--- config.mk ---
export PLATFORM = sky130hd
export DESIGN_NAME = usb_ep_regbank
export DESIGN_NICKNAME = d
export VERILOG_FILES = /design/src/rtl/usb_ep_regbank_pkg.sv /design/src/rtl/ep_in_slot.sv /design/src/rtl/ep_out_slot.sv /design/src/rtl/irq_status.sv /design/src/rtl/usb_ep_regbank.sv
export SDC_FILE = /design/constraint.sdc
export NUM_CORES = 1
export LEC_CHECK = 0
export CELL_PAD_IN_SITES_DETAIL_PLACEMENT = 2
export CELL_PAD_IN_SITES_GLOBAL_PLACEMENT = 2
export CORE_ASPECT_RATIO = 1.4
export CORE_MARGIN = 4
export CORE_UTILIZATION = 34
export CTS_CLUSTER_DIAMETER = 100
export DETAILED_ROUTE_END_ITERATION = 8
export PLACE_DENSITY = 0.84
export SYNTH_ARGS = -nofsm -noshare
export SYNTH_HDL_FRONTEND = slang
export SYNTH_SLANG_ARGS = --single-unit
--- constraint.sdc ---
create_clock -name clk -period 2 [get_ports clk]
set_input_delay 0.4 -clock clk [delete_from_list [all_inputs] [get_ports clk]]
set_output_delay 0.4 -clock clk [all_outputs]
set_load 0.005 [all_outputs]
--- src/rtl/usb_ep_regbank_pkg.sv ---
package usb_ep_regbank_pkg;
    localparam int DATA_W = 8;

    // Address map; 0x0-0x3 and 0x4-0x7 are decoded by addr[3:2]
    localparam logic [3:0] A_IN_CNT  = 4'h0;
    localparam logic [3:0] A_OUT_CNT = 4'h4;
    localparam logic [3:0] A_IN_RDY  = 4'h8;
    localparam logic [3:0] A_OUT_RDY = 4'h9;
    localparam logic [3:0] A_IRQ     = 4'hA;
    localparam logic [3:0] A_TOGGLE  = 4'hB;
    localparam logic [3:0] A_DEVADR  = 4'hC;
    localparam logic [3:0] A_FRM_LO  = 4'hD;
    localparam logic [3:0] A_FRM_HI  = 4'hE;

    // Interrupt status bit positions
    localparam int IRQ_SOF   = 0;
    localparam int IRQ_SETUP = 1;
    localparam int IRQ_IN    = 2;
    localparam int IRQ_OUT   = 3;
    localparam int IRQ_N     = 4;

    typedef enum logic {IN_IDLE, IN_ARMED} in_state_e;
    typedef enum logic {OUT_FREE, OUT_FULL} out_state_e;
endpackage

--- src/rtl/ep_in_slot.sv ---
module ep_in_slot
    import usb_ep_regbank_pkg::*;
#(
    parameter int CNT_W = 8
) (
    input  logic             clk,
    input  logic             rst_n,
    input  logic             arm,
    input  logic             cnt_we,
    input  logic [CNT_W-1:0] cnt_wdata,
    input  logic             sent,
    output logic             ready,
    output logic [CNT_W-1:0] count,
    output logic             sent_ok
);
    in_state_e state_q, state_d;

    always_ff @(posedge clk) begin
        if (!rst_n) state_q <= IN_IDLE;
        else        state_q <= state_d;
    end

    always_ff @(posedge clk) begin
        if (!rst_n)      count <= '0;
        else if (cnt_we) count <= cnt_wdata;
    end

    // Transitions: IN_IDLE -arm-> IN_ARMED; IN_ARMED -sent & !arm-> IN_IDLE
    always_comb begin
        state_d = state_q;
        unique case (state_q)
            IN_IDLE:  if (arm) state_d = IN_ARMED;
            IN_ARMED: if (sent && !arm) state_d = IN_IDLE;
        endcase
    end

    always_comb begin
        ready   = (state_q == IN_ARMED);
        sent_ok = (state_q == IN_ARMED) && sent;
    end
endmodule

--- src/rtl/ep_out_slot.sv ---
module ep_out_slot
    import usb_ep_regbank_pkg::*;
#(
    parameter int CNT_W = 8
) (
    input  logic             clk,
    input  logic             rst_n,
    input  logic             rx,
    input  logic [CNT_W-1:0] rx_len,
    input  logic             release_buf,
    output logic             full,
    output logic [CNT_W-1:0] count,
    output logic             rx_ok
);
    out_state_e state_q, state_d;

    always_ff @(posedge clk) begin
        if (!rst_n) state_q <= OUT_FREE;
        else        state_q <= state_d;
    end

    always_ff @(posedge clk) begin
        if (!rst_n)     count <= '0;
        else if (rx_ok) count <= rx_len;
    end

    // Transitions: OUT_FREE -rx-> OUT_FULL; OUT_FULL -release-> OUT_FREE
    always_comb begin
        state_d = state_q;
        unique case (state_q)
            OUT_FREE: if (rx) state_d = OUT_FULL;
            OUT_FULL: if (release_buf) state_d = OUT_FREE;
        endcase
    end

    always_comb begin
        full  = (state_q == OUT_FULL);
        rx_ok = (state_q == OUT_FREE) && rx;
    end
endmodule

--- src/rtl/irq_status.sv ---
module irq_status #(
    parameter int NSRC = 4
) (
    input  logic            clk,
    input  logic            rst_n,
    input  logic [NSRC-1:0] set_ev,
    input  logic [NSRC-1:0] clr_w1c,
    output logic [NSRC-1:0] stat,
    output logic            irq
);
    // A new event outranks a clear arriving in the same cycle
    always_ff @(posedge clk) begin
        if (!rst_n) stat <= '0;
        else        stat <= set_ev | (stat & ~clr_w1c);
    end

    assign irq = |stat;
endmodule

--- src/rtl/usb_ep_regbank.sv ---
module usb_ep_regbank
    import usb_ep_regbank_pkg::*;
#(
    parameter int NUM_EP  = 4,
    parameter int EP_W    = $clog2(NUM_EP),
    parameter int CNT_W   = 8,
    parameter int DEV_W   = 7,
    parameter int FRAME_W = 11
) (
    input  logic               clk,
    input  logic               rst_n,
    input  logic               cpu_we,
    input  logic [3:0]         cpu_addr,
    input  logic [DATA_W-1:0]  cpu_wdata,
    output logic [DATA_W-1:0]  cpu_rdata,
    input  logic [EP_W-1:0]    in_tok_ep,
    output logic               in_ack,
    output logic [CNT_W-1:0]   in_len,
    output logic               in_pid_sel,
    input  logic               in_done,
    input  logic [EP_W-1:0]    in_done_ep,
    input  logic               out_rx,
    input  logic [EP_W-1:0]    out_rx_ep,
    input  logic [CNT_W-1:0]   out_rx_len,
    output logic               out_ack,
    input  logic               sof_valid,
    input  logic [FRAME_W-1:0] sof_frame,
    input  logic               setup_valid,
    output logic [DEV_W-1:0]   dev_addr,
    output logic               irq
);
    localparam int FHI_W = FRAME_W - DATA_W;

    logic [NUM_EP-1:0] in_rdy_q, in_sent_ok, out_rdy_q, out_rx_ok;
    logic [CNT_W-1:0]  in_cnt  [NUM_EP];
    logic [CNT_W-1:0]  out_cnt [NUM_EP];
    logic [NUM_EP-1:0] toggle_q;
    logic [FRAME_W-1:0] frame_q;
    logic [IRQ_N-1:0]  irq_set, irq_clr, irq_stat_q;

    logic wr_in_rdy, wr_out_rdy;
    assign wr_in_rdy  = cpu_we && (cpu_addr == A_IN_RDY);
    assign wr_out_rdy = cpu_we && (cpu_addr == A_OUT_RDY);

    for (genvar g = 0; g < NUM_EP; g++) begin : g_ep
        ep_in_slot #(.CNT_W(CNT_W)) u_in (
            .clk       (clk),
            .rst_n     (rst_n),
            .arm       (wr_in_rdy && cpu_wdata[g]),
            .cnt_we    (cpu_we && (cpu_addr == (A_IN_CNT + 4'(g)))),
            .cnt_wdata (cpu_wdata[CNT_W-1:0]),
            .sent      (in_done && (in_done_ep == EP_W'(g))),
            .ready     (in_rdy_q[g]),
            .count     (in_cnt[g]),
            .sent_ok   (in_sent_ok[g])
        );
        ep_out_slot #(.CNT_W(CNT_W)) u_out (
            .clk         (clk),
            .rst_n       (rst_n),
            .rx          (out_rx && (out_rx_ep == EP_W'(g))),
            .rx_len      (out_rx_len),
            .release_buf (wr_out_rdy && cpu_wdata[g]),
            .full        (out_rdy_q[g]),
            .count       (out_cnt[g]),
            .rx_ok       (out_rx_ok[g])
        );
    end

    always_comb begin
        irq_set            = '0;
        irq_set[IRQ_SOF]   = sof_valid;
        irq_set[IRQ_SETUP] = setup_valid;
        irq_set[IRQ_IN]    = |in_sent_ok;
        irq_set[IRQ_OUT]   = |out_rx_ok;
        irq_clr = (cpu_we && (cpu_addr == A_IRQ)) ? cpu_wdata[IRQ_N-1:0] : '0;
    end

    irq_status #(.NSRC(IRQ_N)) u_irq (
        .clk     (clk),
        .rst_n   (rst_n),
        .set_ev  (irq_set),
        .clr_w1c (irq_clr),
        .stat    (irq_stat_q),
        .irq     (irq)
    );

    always_ff @(posedge clk) begin
        if (!rst_n) begin
            toggle_q <= '0;
            dev_addr <= '0;
            frame_q  <= '0;
        end else begin
            if (cpu_we && (cpu_addr == A_TOGGLE)) toggle_q <= cpu_wdata[NUM_EP-1:0];
            if (cpu_we && (cpu_addr == A_DEVADR)) dev_addr <= cpu_wdata[DEV_W-1:0];
            if (sof_valid)                        frame_q  <= sof_frame;
        end
    end

    assign in_ack     = in_rdy_q[in_tok_ep];
    assign in_len     = in_cnt[in_tok_ep];
    assign in_pid_sel = toggle_q[in_tok_ep];
    assign out_ack    = !out_rdy_q[out_rx_ep];

    always_comb begin
        cpu_rdata = '0;
        if (cpu_addr[3:2] == A_IN_CNT[3:2])
            cpu_rdata = DATA_W'(in_cnt[cpu_addr[EP_W-1:0]]);
        else if (cpu_addr[3:2] == A_OUT_CNT[3:2])
            cpu_rdata = DATA_W'(out_cnt[cpu_addr[EP_W-1:0]]);
        else begin
            case (cpu_addr)
                A_IN_RDY:  cpu_rdata = DATA_W'(in_rdy_q);
                A_OUT_RDY: cpu_rdata = DATA_W'(out_rdy_q);
                A_IRQ:     cpu_rdata = DATA_W'(irq_stat_q);
                A_TOGGLE:  cpu_rdata = DATA_W'(toggle_q);
                A_DEVADR:  cpu_rdata = DATA_W'(dev_addr);
                A_FRM_LO:  cpu_rdata = frame_q[DATA_W-1:0];
                A_FRM_HI:  cpu_rdata = DATA_W'(frame_q[FRAME_W-1:FRAME_W-FHI_W]);
                default:   cpu_rdata = '0;
            endcase
        end
    end
endmodule

Word level (Yosys, flattened, before mapping)
Cells that the tools add are included.
{"block": "totals", "reg_bits": 98, "inputBits": 44, "output_inout_bits": 27, "elab_cells": 146}
{"block": "op_classes", "order_cmp": 4, "n_eq_ne": 17, "n_mux": 43, "bitwise_logic": 13, "reduce_logical": 49}
{"operator": "two-way mux 8 bit", "n": 8}
{"operator": "one-hot mux 8 bit (7 select lines)", "n": 1}
{"operator": "binary-select mux 8 bit (select 2 bit)", "n": 3}
{"operator": "logical AND 1 bit", "n": 37}
{"operator": "equality test 4 bit (second input constant)", "n": 7}
{"operator": "two-way mux 1 bit", "n": 19}
{"operator": "one-hot mux 1 bit (2 select lines)", "n": 8}
{"operator": "OR reduction 4 bit", "n": 3}
{"operator": "equality test 2 bit (second input constant)", "n": 4}
{"operator": "equality test 4 x 2 -> 1 bit (second input constant)", "n": 2}
{"operator": "inverter 1 bit", "n": 8}
{"operator": "binary-select mux 1 bit (select 2 bit)", "n": 3}
{"operator": "equality test 2 x 1 -> 1 bit (second input constant)", "n": 3}
{"operator": ">= comparator 3 bit (second input constant)", "n": 2}
{"operator": "logical NOT 2 bit", "n": 3}
{"operator": "< comparator 2 x 3 -> 1 bit (second input constant)", "n": 2}
{"operator": "inverter 2 -> 3 bit", "n": 2}
{"operator": "logical NOT 1 bit", "n": 5}
{"operator": "AND 4 bit", "n": 1}
{"operator": "equality test 4 x 1 -> 1 bit (second input constant)", "n": 1}
{"operator": "logical NOT 4 bit", "n": 1}
{"operator": "two-way mux 4 bit", "n": 1}
{"operator": "inverter 4 bit", "n": 1}
{"operator": "OR 4 bit", "n": 1}

Depth between registers and ports, before layout
Gate-level depths: netlist of run 1.
{"block": "logic_depth", "word_depth": 7, "mapped_depth": 7, "ltp_nobuf": 4}

Cells and area by module
From an unflattened synthesis of run 1, not the netlist that was laid out.
{"block": "hier_totals", "cells_unflattened": 503, "area_unflattened_um2": 5221.3}
{"module": "usb_ep_regbank", "n_inst": 1, "cells_per_inst": 218, "area_per_inst_um2": 2165.8}
{"module": "ep_out_slot", "n_inst": 4, "cells_per_inst": 39, "area_per_inst_um2": 386.6}
{"module": "ep_in_slot", "n_inst": 4, "cells_per_inst": 29, "area_per_inst_um2": 341.6}
{"module": "irq_status", "n_inst": 1, "cells_per_inst": 13, "area_per_inst_um2": 142.6}

Worst setup path after synthesis of run 1
OpenSTA, ideal clock, no wires.
{"block": "synth_path", "path_type": "input to output", "from": "in cpu_addr[2]", "to": "out cpu_rdata[2]", "arrival_time_ns": 1.439, "required_ns": 1.600, "setup_slack_ns": 0.161, "cell_stages": 4, "path_buffers": 1, "cell_sequence": "buf_6 > mux4_2 > mux2_2 > o22a_1"}
{"block": "synth_between", "elab_chain_cells": 4}
{"element": "start, declared", "line_no": "usb_ep_regbank.sv:13", "text": "input logic [3:0] cpu_addr,"}
{"element": "equality test 4 bit", "line_no": "usb_ep_regbank.sv:111", "text": "case (cpu_addr)"}
{"element": "one-hot mux 8 bit (7 select lines)", "line_no": "usb_ep_regbank.sv:111"}
{"element": "two-way mux 8 bit", "line_no": "usb_ep_regbank.sv:108", "text": "else if (cpu_addr[3:2] == A_OUT_CNT[3:2])"}
{"element": "two-way mux 8 bit (*)", "line_no": "usb_ep_regbank.sv:106", "text": "if (cpu_addr[3:2] == A_IN_CNT[3:2])"}
{"element": "end, declared", "line_no": "usb_ep_regbank.sv:15", "text": "output logic [DATA_W-1:0] cpu_rdata,"}
Mark *: on every way between the ends. The rest lies on a longest branch, timed or not.

Worst setup path after layout of run 1
{"block": "layout_path", "from": "reg g_ep[3].u_in.count[2]", "to": "out cpu_rdata[2]"}
{"block": "layout_between", "elab_chain_cells": 4}
{"element": "start, declared", "line_no": "ep_in_slot.sv:13", "text": "output logic [CNT_W-1:0] count,"}
{"element": "start signal, assigned", "line_no": "ep_in_slot.sv:25", "text": "else if (cnt_we) count <= cnt_wdata;"}
{"element": "binary-select mux 8 bit (select 2 bit)", "line_no": "usb_ep_regbank.sv:107", "text": "cpu_rdata = DATA_W'(in_cnt[cpu_addr[EP_W-1:0]]);"}
{"element": "two-way mux 8 bit (implied by the code) (2 in series)", "line_no": "usb_ep_regbank.sv:107"}
{"element": "two-way mux 8 bit", "line_no": "usb_ep_regbank.sv:106"}
No other way between the ends. The select of a mux whose other input is x is not followed.

==> flow_metrics.py, run 1 <==
metrics = {
    "grt": {
        "grt_pass1_wl_um": 39100,
        "grt_max_degree": 99,
        "grt_pass1_vias": 5773,
        "antenna_found_initial": 0,
        "grt-ovfl-total": 0,
        "grtUsageTotal_pct": 31.6,
    },
    "pwr": {
        "switchingPower_mw": 1.46,
        "power.density_nw_per_um2": 683,
        "p_comb_share_pct": 17.3,
        "clkPwrFrac_pct": 40.7,
        "p_int_mw": 3.46,
        "swShare_pct": 29.7,
        "seqPwrFrac_pct": 42.0,
        "ir_drop_uv": 666,
        "p_leak_nw": 2.72,
    },
    "hold_path": {
        "hp-class": "flip-flop to flip-flop",
        "worstHoldStart": "g_ep[3].u_out.count[0]$_SDFFE_PN0P_",
    },
    "logic_synthesis": {
        "syn_area_per_cell_um2": 9.59,
        "ys_warn_count": 0,
        "synth_seq_cells": 98,
        "synthTopCellsByCount": "98 x dfxtp_1, 93 x nand2_1, 62 x a21boi_0, 47 x mux2i_1, 45 x nor2b_1",
        "synth_fp_nets": 567,
        "synth_top_area_cell": "dfxtp_1",
        "synth_top_area_share_pct": 39.1,
        "ys_seq_area_share_pct": 39.1,
        "ys.flop_type": "dfxtp_1",
        "synth_most_common_cell": "dfxtp_1",
        "async_flop_share_pct": 0,
        "yosys-top-cells-area": "dfxtp_1 39%, mux4_2 9.9%, mux2i_1 9.4%",
        "synthesis.area_um2": 5020,
        "synth-edff-count": 0,
        "synthCells": 523,
        "synthDistinctLibCells": 40,
    },
    "flow_run": {
        "max_cap_viol_count": 0,
    },
    "status": {
        "violations": "setup timing",
        "outcome": "complete, but fails checks",
    },
    "critical_path": {
        "cp_max_fo": 2,
        "crit_required_ps": 1600,
        "crit_chain": "mux4_2 -> mux2_4 -> o22a_1 -> buf_6",
        "reg2reg_from": "g_ep[1].u_out.full$_SDFF_PN0_",
        "path_class": "flip-flop to primary output",
        "critPathLaunch": "g_ep[3].u_in.count[2]$_SDFFE_PN0P_",
        "cp_slowest_stage_delay_ps": 510,
        "rrSetupSlack_ps": 260,
        "start_kind": "flip-flop",
        "critPathCaptureType": "primary output",
        "arrival_ps": 1900,
        "slowest_stage": "mux4_2",
    },
    "placement": {
        "hpwl_um": 15100,
        "portBuffers": 70,
        "gp_congestion": 0.862,
    },
    "sta": {
        "period_share_pct": 115,
        "period_needed_ps": 2300,
        "fin_skew_ps": 8.47,
        "worst_slack_ps": -301,
        "final-max-slew-violation-count": 0,
        "worst_pin_slew_ps": 718,
        "setup_violations": 24,
        "slew_headroom_pct": 52.0,
        "finalSetupTns_ps": -2220,
        "hold_viol_final": 0,
        "rsz0062_at_grt": "true",
        "max_freq_mhz": 435,
    },
    "routing": {
        "vias": 5370,
        "drt_pass1_iterations": 5,
        "drt_iter0_drc": 546,
        "vias_per_cell": 6.27,
        "drc": 0,
        "wire_per_inst_um": 35.2,
        "wirelength_um": 30100,
        "ant_nets": 0,
    },
    "layout": {
        "areaGrowthSynthToFinish_pct": 43.9,
        "multi_input_area_um2": 3060,
        "area.sequential_um2": 1990,
        "fillCellCount": 1470,
        "diodes": 0,
        "nNetsFinal": 706,
        "fin_util_pct": 50.0,
        "layout-drive-gt1-share_pct": 32.7,
    },
    "clocking": {
        "ctsHoldBuffers": 0,
        "cts_tree": "yes",
        "cts_num_sinks": 98,
        "numCtsBuffers": 9,
        "root_buffer": "clkbuf_16",
        "clockBufferDepth": 2,
        "htreeDepth": 3,
        "clk_latency_ps": 380,
        "clkTransAtPathRegs_ps": 80,
    },
    "floorplanning": {
        "die_area_um2": 16800,
        "start_util_pct": 34.7,
        "fp.dieH_um": 152,
        "ios": 71,
        "core_area_um2": 14400,
        "die_x_um": 111,
        "num_rows": 52,
    },
}
registers in the layout, summed over array words and instances (netlist names):
signal,flops
toggle_q,4
frame_q,11
g_ep.u_in.ready,4
g_ep.u_out.full,4
dev_addr,7
g_ep.u_in.count,32
u_irq.stat,4
g_ep.u_out.count,32
routing by layer:
metal	share of wire [%]	GRT usage [%]	vias to the layer above
met5	0	0	-
li1	-	-	2131
met2	51	57.0	320
met4	7.0	18.4	0
met1	36	33.9	2787
met3	5.8	7.19	132
per-stage QoR:
stage / cell area (um2) / hold slack, ps / cells / setup slack, ps / total power, mW
3_5_place_dp: 6370 / 463 / 812 / -1080 / 2.75
2_1_floorplan: 5020 / 439 / 523 / 161 / 2.39
4_1_cts: 7030 / 488 / 845 / -239 / 4.73
6_report: 7220 / 489 / 856 / -301 / 4.92
5_1_grt: 7220 / 513 / 856 / -332 / 5.01
3_3_place_gp: 6370 / 449 / 812 / -941 / 2.71
placed cells by master, fill, tap and decap left out, types with 23 or more instances in the layout:
cell and n:
nand3_1 34, nor2b_1 41, nand2_1 93, buf_4 82
clkdlybuf4s50_1 41, dfxtp_1 74, mux2i_1 41, dfxtp_2 23
mux4_2 25, a21boi_0 62
power by group through the flow:
stage	clock network, mW	registers, mW	logic [mW]
6_report	2.00	2.07	0.853
5_1_grt	2.07	2.07	0.875
4_1_cts	1.92	2.06	0.754
3_5_place_dp	0	2.09	0.657
3_3_place_gp	0	2.09	0.620
2_1_floorplan	0	2.07	0.313
repair_timing:
action,CTS,global route
setup buffers,16,10
cloned,2,1
hold endpoints to repair,0,0
setup endpoints to repair,71,9
resized for setup,149,28
pin swaps,14,11
path summary, 6_finish.rpt:
kind | endpoint | depth (start not counted)
worst min-delay path | g_ep[3].u_out.count[0]$_SDFFE_PN0P_ | 2
worst min register to register | g_ep[3].u_out.count[0]$_SDFFE_PN0P_ | 2
worst max register to register | g_ep[1].u_out.count[6]$_SDFFE_PN0P_ | 5
worst max-delay path | cpu_rdata[2] | 4
kinds of logic after synthesis:
family,synth area share [%]
buffers and inverters,4.51
muxes,21.3
AOI/OAI and AO/OA,14.2
DFF,39.1
and+or+nand+nor,20.9
critical path: cells and delay by family, from the launching register on:
| family | cells | cell delay [ps] |
|---|---|---|
| flops | 1 | 360 |
| buf+inv | 1 | 140 |
| compound gates | 1 | 220 |
| mux | 2 | 800 |
layout make-up:
type	count	area share, %
clock buffer	11	3.50
tap	189	3.28
multi-input combinational	384	42.4
sequential	98	27.6
timing repair buffer	169	22.3
clock inverter	5	0.832
Power figures use the tool's default switching activity.
==> run 2: changes to the inputs <==
CORE_UTILIZATION = 38   (was 34)
CTS_BUF_LIST = sky130_fd_sc_hd__clkbuf_8   (was not set)
PLACE_DENSITY = 0.92   (was 0.84)
clock period = 2.8 ns   (was 2 ns; I/O delays follow)
==> run 2 against run 1 <==
Net effect:
- the run still ends with setup timing left
- first-iteration DRC count shrank 20%
- critical path depth grew 6
- global-route usage grew 0.62 points
- non-clock buffer count shrank 57
- clock power shrank 55%
- count of clock-buffer cells in the layout shrank 1
- cell count shrank 11%
- worst hold slack gained 4.3 ps
- wire length shrank 19%
- register-to-register slack gained 850 ps
- largest cell class unchanged
- largest power group unchanged
- highest routed layer unchanged
==> flow_metrics.py, run 2 (synthesis results as in run 1) <==
metrics = {
    "pwr": {
        "p_leak_nw": 2.30,
        "clkPwrFrac_pct": 31.4,
        "p_comb_share_pct": 17.2,
        "swShare_pct": 30.0,
        "switchingPower_mw": 0.857,
        "seqPwrFrac_pct": 51.4,
        "power.density_nw_per_um2": 453,
        "ir_drop_uv": 229,
        "p_int_mw": 2.00,
        "p_total_mw": 2.86,
    },
    "critical_path": {
        "path_class": "input port to primary output",
        "rrSetupSlack_ps": 1110,
        "critPathCapture": "cpu_rdata[7]",
        "reg2reg_from": "g_ep[1].u_out.full$_SDFF_PN0_",
        "crit_chain": "dlygate4sd2_1 -> buf_6 -> buf_4 -> buf_4 -> nor2b_1 -> buf_4 -> a21oi_2 -> a22oi_1 -> nor2_1 -> dlygate4sd2_1",
        "crit_buf_inv": 6,
        "critPathLaunch": "cpu_addr[2]",
        "crit_top_cell": "buf_4",
        "crit_required_ps": 2240,
        "cp.depth": 10,
        "slowest_stage": "dlygate4sd2_1",
        "critPathCaptureType": "primary output",
        "cp_slowest_stage_delay_ps": 270,
        "start_kind": "input port",
        "cp_max_fo": 6,
        "r2r_cells": 4,
        "critical_path.top_delay_family": "buffers and inverters",
        "r2r_end": "g_ep[1].u_out.count[1]$_SDFFE_PN0P_",
        "arrival_ps": 2260,
    },
    "flow_run": {
        "max_cap_viol_count": 0,
    },
    "clocking": {
        "root_buffer": "clkbuf_8",
        "cts_tree": "yes",
        "numCtsBuffers": 9,
        "clkTransAtPathRegs_ps": 100,
        "clockBufferDepth": 2,
        "cts_num_sinks": 98,
        "htreeDepth": 3,
        "clk_latency_ps": 380,
    },
    "placement": {
        "dp_cells": 739,
        "hpwl_um": 15100,
        "portBuffers": 70,
        "place_area_um2": 5980,
        "gp_congestion": 0.830,
        "pre_cts_ws_ps": -575,
    },
    "sta": {
        "period_needed_ps": 2820,
        "period_share_pct": 101,
        "hold_viol_final": 0,
        "fin_skew_ps": 3.49,
        "slew_headroom_pct": 43.6,
        "rsz0062_at_grt": "true",
        "final-max-slew-violation-count": 0,
        "max_freq_mhz": 355,
        "worst_pin_slew_ps": 847,
        "worst_slack_ps": -17.5,
        "finalSetupTns_ps": -17.5,
        "setup_violations": 1,
        "whs_ps": 494,
    },
    "routing": {
        "vias_per_cell": 6.41,
        "drt_pass1_iterations": 5,
        "ant_nets": 0,
        "drc": 0,
        "wire_per_inst_um": 31.9,
        "wirelength_um": 24300,
        "vias": 4891,
        "drt_iter0_drc": 439,
    },
    "floorplanning": {
        "num_rows": 49,
        "die_area_um2": 15100,
        "start_util_pct": 39.0,
        "core_area_um2": 12900,
        "fp.dieH_um": 144,
        "ios": 71,
        "die_x_um": 105,
    },
    "layout": {
        "final_cell_mix": "98 x dfxtp_1, 93 x nand2_1, 62 x a21boi_0",
        "final_common_cell": "dfxtp_1",
        "top_regs": "g_ep.u_in.count x32, g_ep.u_out.count x32, frame_q x11",
        "layout-drive-gt1-share_pct": 17.4,
        "nNetsFinal": 649,
        "fin_util_pct": 49.1,
        "areaGrowthSynthToFinish_pct": 25.9,
        "final_cell_area_um2": 6320,
        "fillCellCount": 1334,
        "final-instance-count-excl-fill": 763,
        "diodes": 0,
    },
    "grt": {
        "grtUsageTotal_pct": 32.2,
        "grt_pass1_wl_um": 36200,
        "grt_max_degree": 99,
        "antenna_found_initial": 0,
        "grt_pass1_vias": 5512,
        "grt-ovfl-total": 0,
    },
    "status": {
        "violations": "setup timing",
        "outcome": "complete, but fails checks",
    },
    "hold_path": {
        "hp-class": "flip-flop to flip-flop",
    },
}
run 2: cell count changes in the layout (fill, tap and decap cells not counted), sizes merged:
| cell | before | now |
|---|---|---|
| buf | 111 | 45 |
| bufinv | 1 | 0 |
| clkbuf | 13 | 11 |
| clkdlybuf4s15 | 5 | 2 |
| clkdlybuf4s50 | 41 | 57 |
| clkinv | 1 | 2 |
| dlygate4sd2 | 9 | 5 |
| dlymetal6s2s | 0 | 1 |
| inv | 2 | 3 |
run 2: worst min path at each step:
stage / startpoint / to / slack, ps / depth (start not counted)
floorplan: g_ep[0].u_out.count[4]$_SDFFE_PN0P_ / g_ep[0].u_out.count[4]$_SDFFE_PN0P_ / 440 / 2
global placement: g_ep[3].u_out.count[7]$_SDFFE_PN0P_ / g_ep[3].u_out.count[7]$_SDFFE_PN0P_ / 450 / 2
detailed placement: g_ep[1].u_out.count[6]$_SDFFE_PN0P_ / g_ep[1].u_out.count[6]$_SDFFE_PN0P_ / 470 / 2
CTS: g_ep[3].u_out.count[4]$_SDFFE_PN0P_ / g_ep[3].u_out.count[4]$_SDFFE_PN0P_ / 490 / 2
global route: g_ep[1].u_out.count[3]$_SDFFE_PN0P_ / g_ep[1].u_out.count[3]$_SDFFE_PN0P_ / 520 / 2
finish: g_ep[3].u_out.count[4]$_SDFFE_PN0P_ / g_ep[3].u_out.count[4]$_SDFFE_PN0P_ / 490 / 2
run 2: area by class of cell:
class,instances,area [um2],share of cell area (%)
Clock inverter,6,33.8,0.535
Tap cell,153,191,3.03
Timing Repair Buffer,112,1090,17.3
Sequential cell,98,1960,31.1
Multi-Input combinational cell,384,2900,45.9
Clock buffer,10,138,2.18
run 2: what timing repair did:
action | CTS | global route
hold buffers | 0 | 0
cloned | 1 | 0
resized for setup | 42 | 8
pin swaps | 4 | 0
endpoints found under the setup margin | 16 | 10
buffers inserted | 6 | 1
endpoints found under the hold margin | 0 | 0
run 2: worst min-delay path: cells and delay by family (launching register included):
kind | cells | cell delay (ps)
DFF | 1 | 330
and+or+nand+nor | 1 | 50
AOI/OAI and AO/OA | 1 | 70
run 2: power by group through the flow:
stage / registers (mW) / logic [mW] / clock network, mW
3_3_place_gp: 1.49 / 0.406 / 0
3_5_place_dp: 1.50 / 0.437 / 0
6_report: 1.47 / 0.492 / 0.898
5_1_grt: 1.47 / 0.512 / 0.961
4_1_cts: 1.47 / 0.462 / 0.883
2_1_floorplan: 1.48 / 0.224 / 0
run 2: routing by layer:
metal	wire, um	vias up	global-route usage (%)
li1	-	2019	-
met1	8830	2494	33.9
met2	12200	264	57.7
met3	1410	114	6.29
met4	1840	0	22.4
met5	0	-	0
==> run 3: changes to the inputs <==
CTS_CLUSTER_DIAMETER = 50   (was 100)
==> results of run 3 <==
Same layout as run 2: the final DEF is identical, and so are final timing and power.
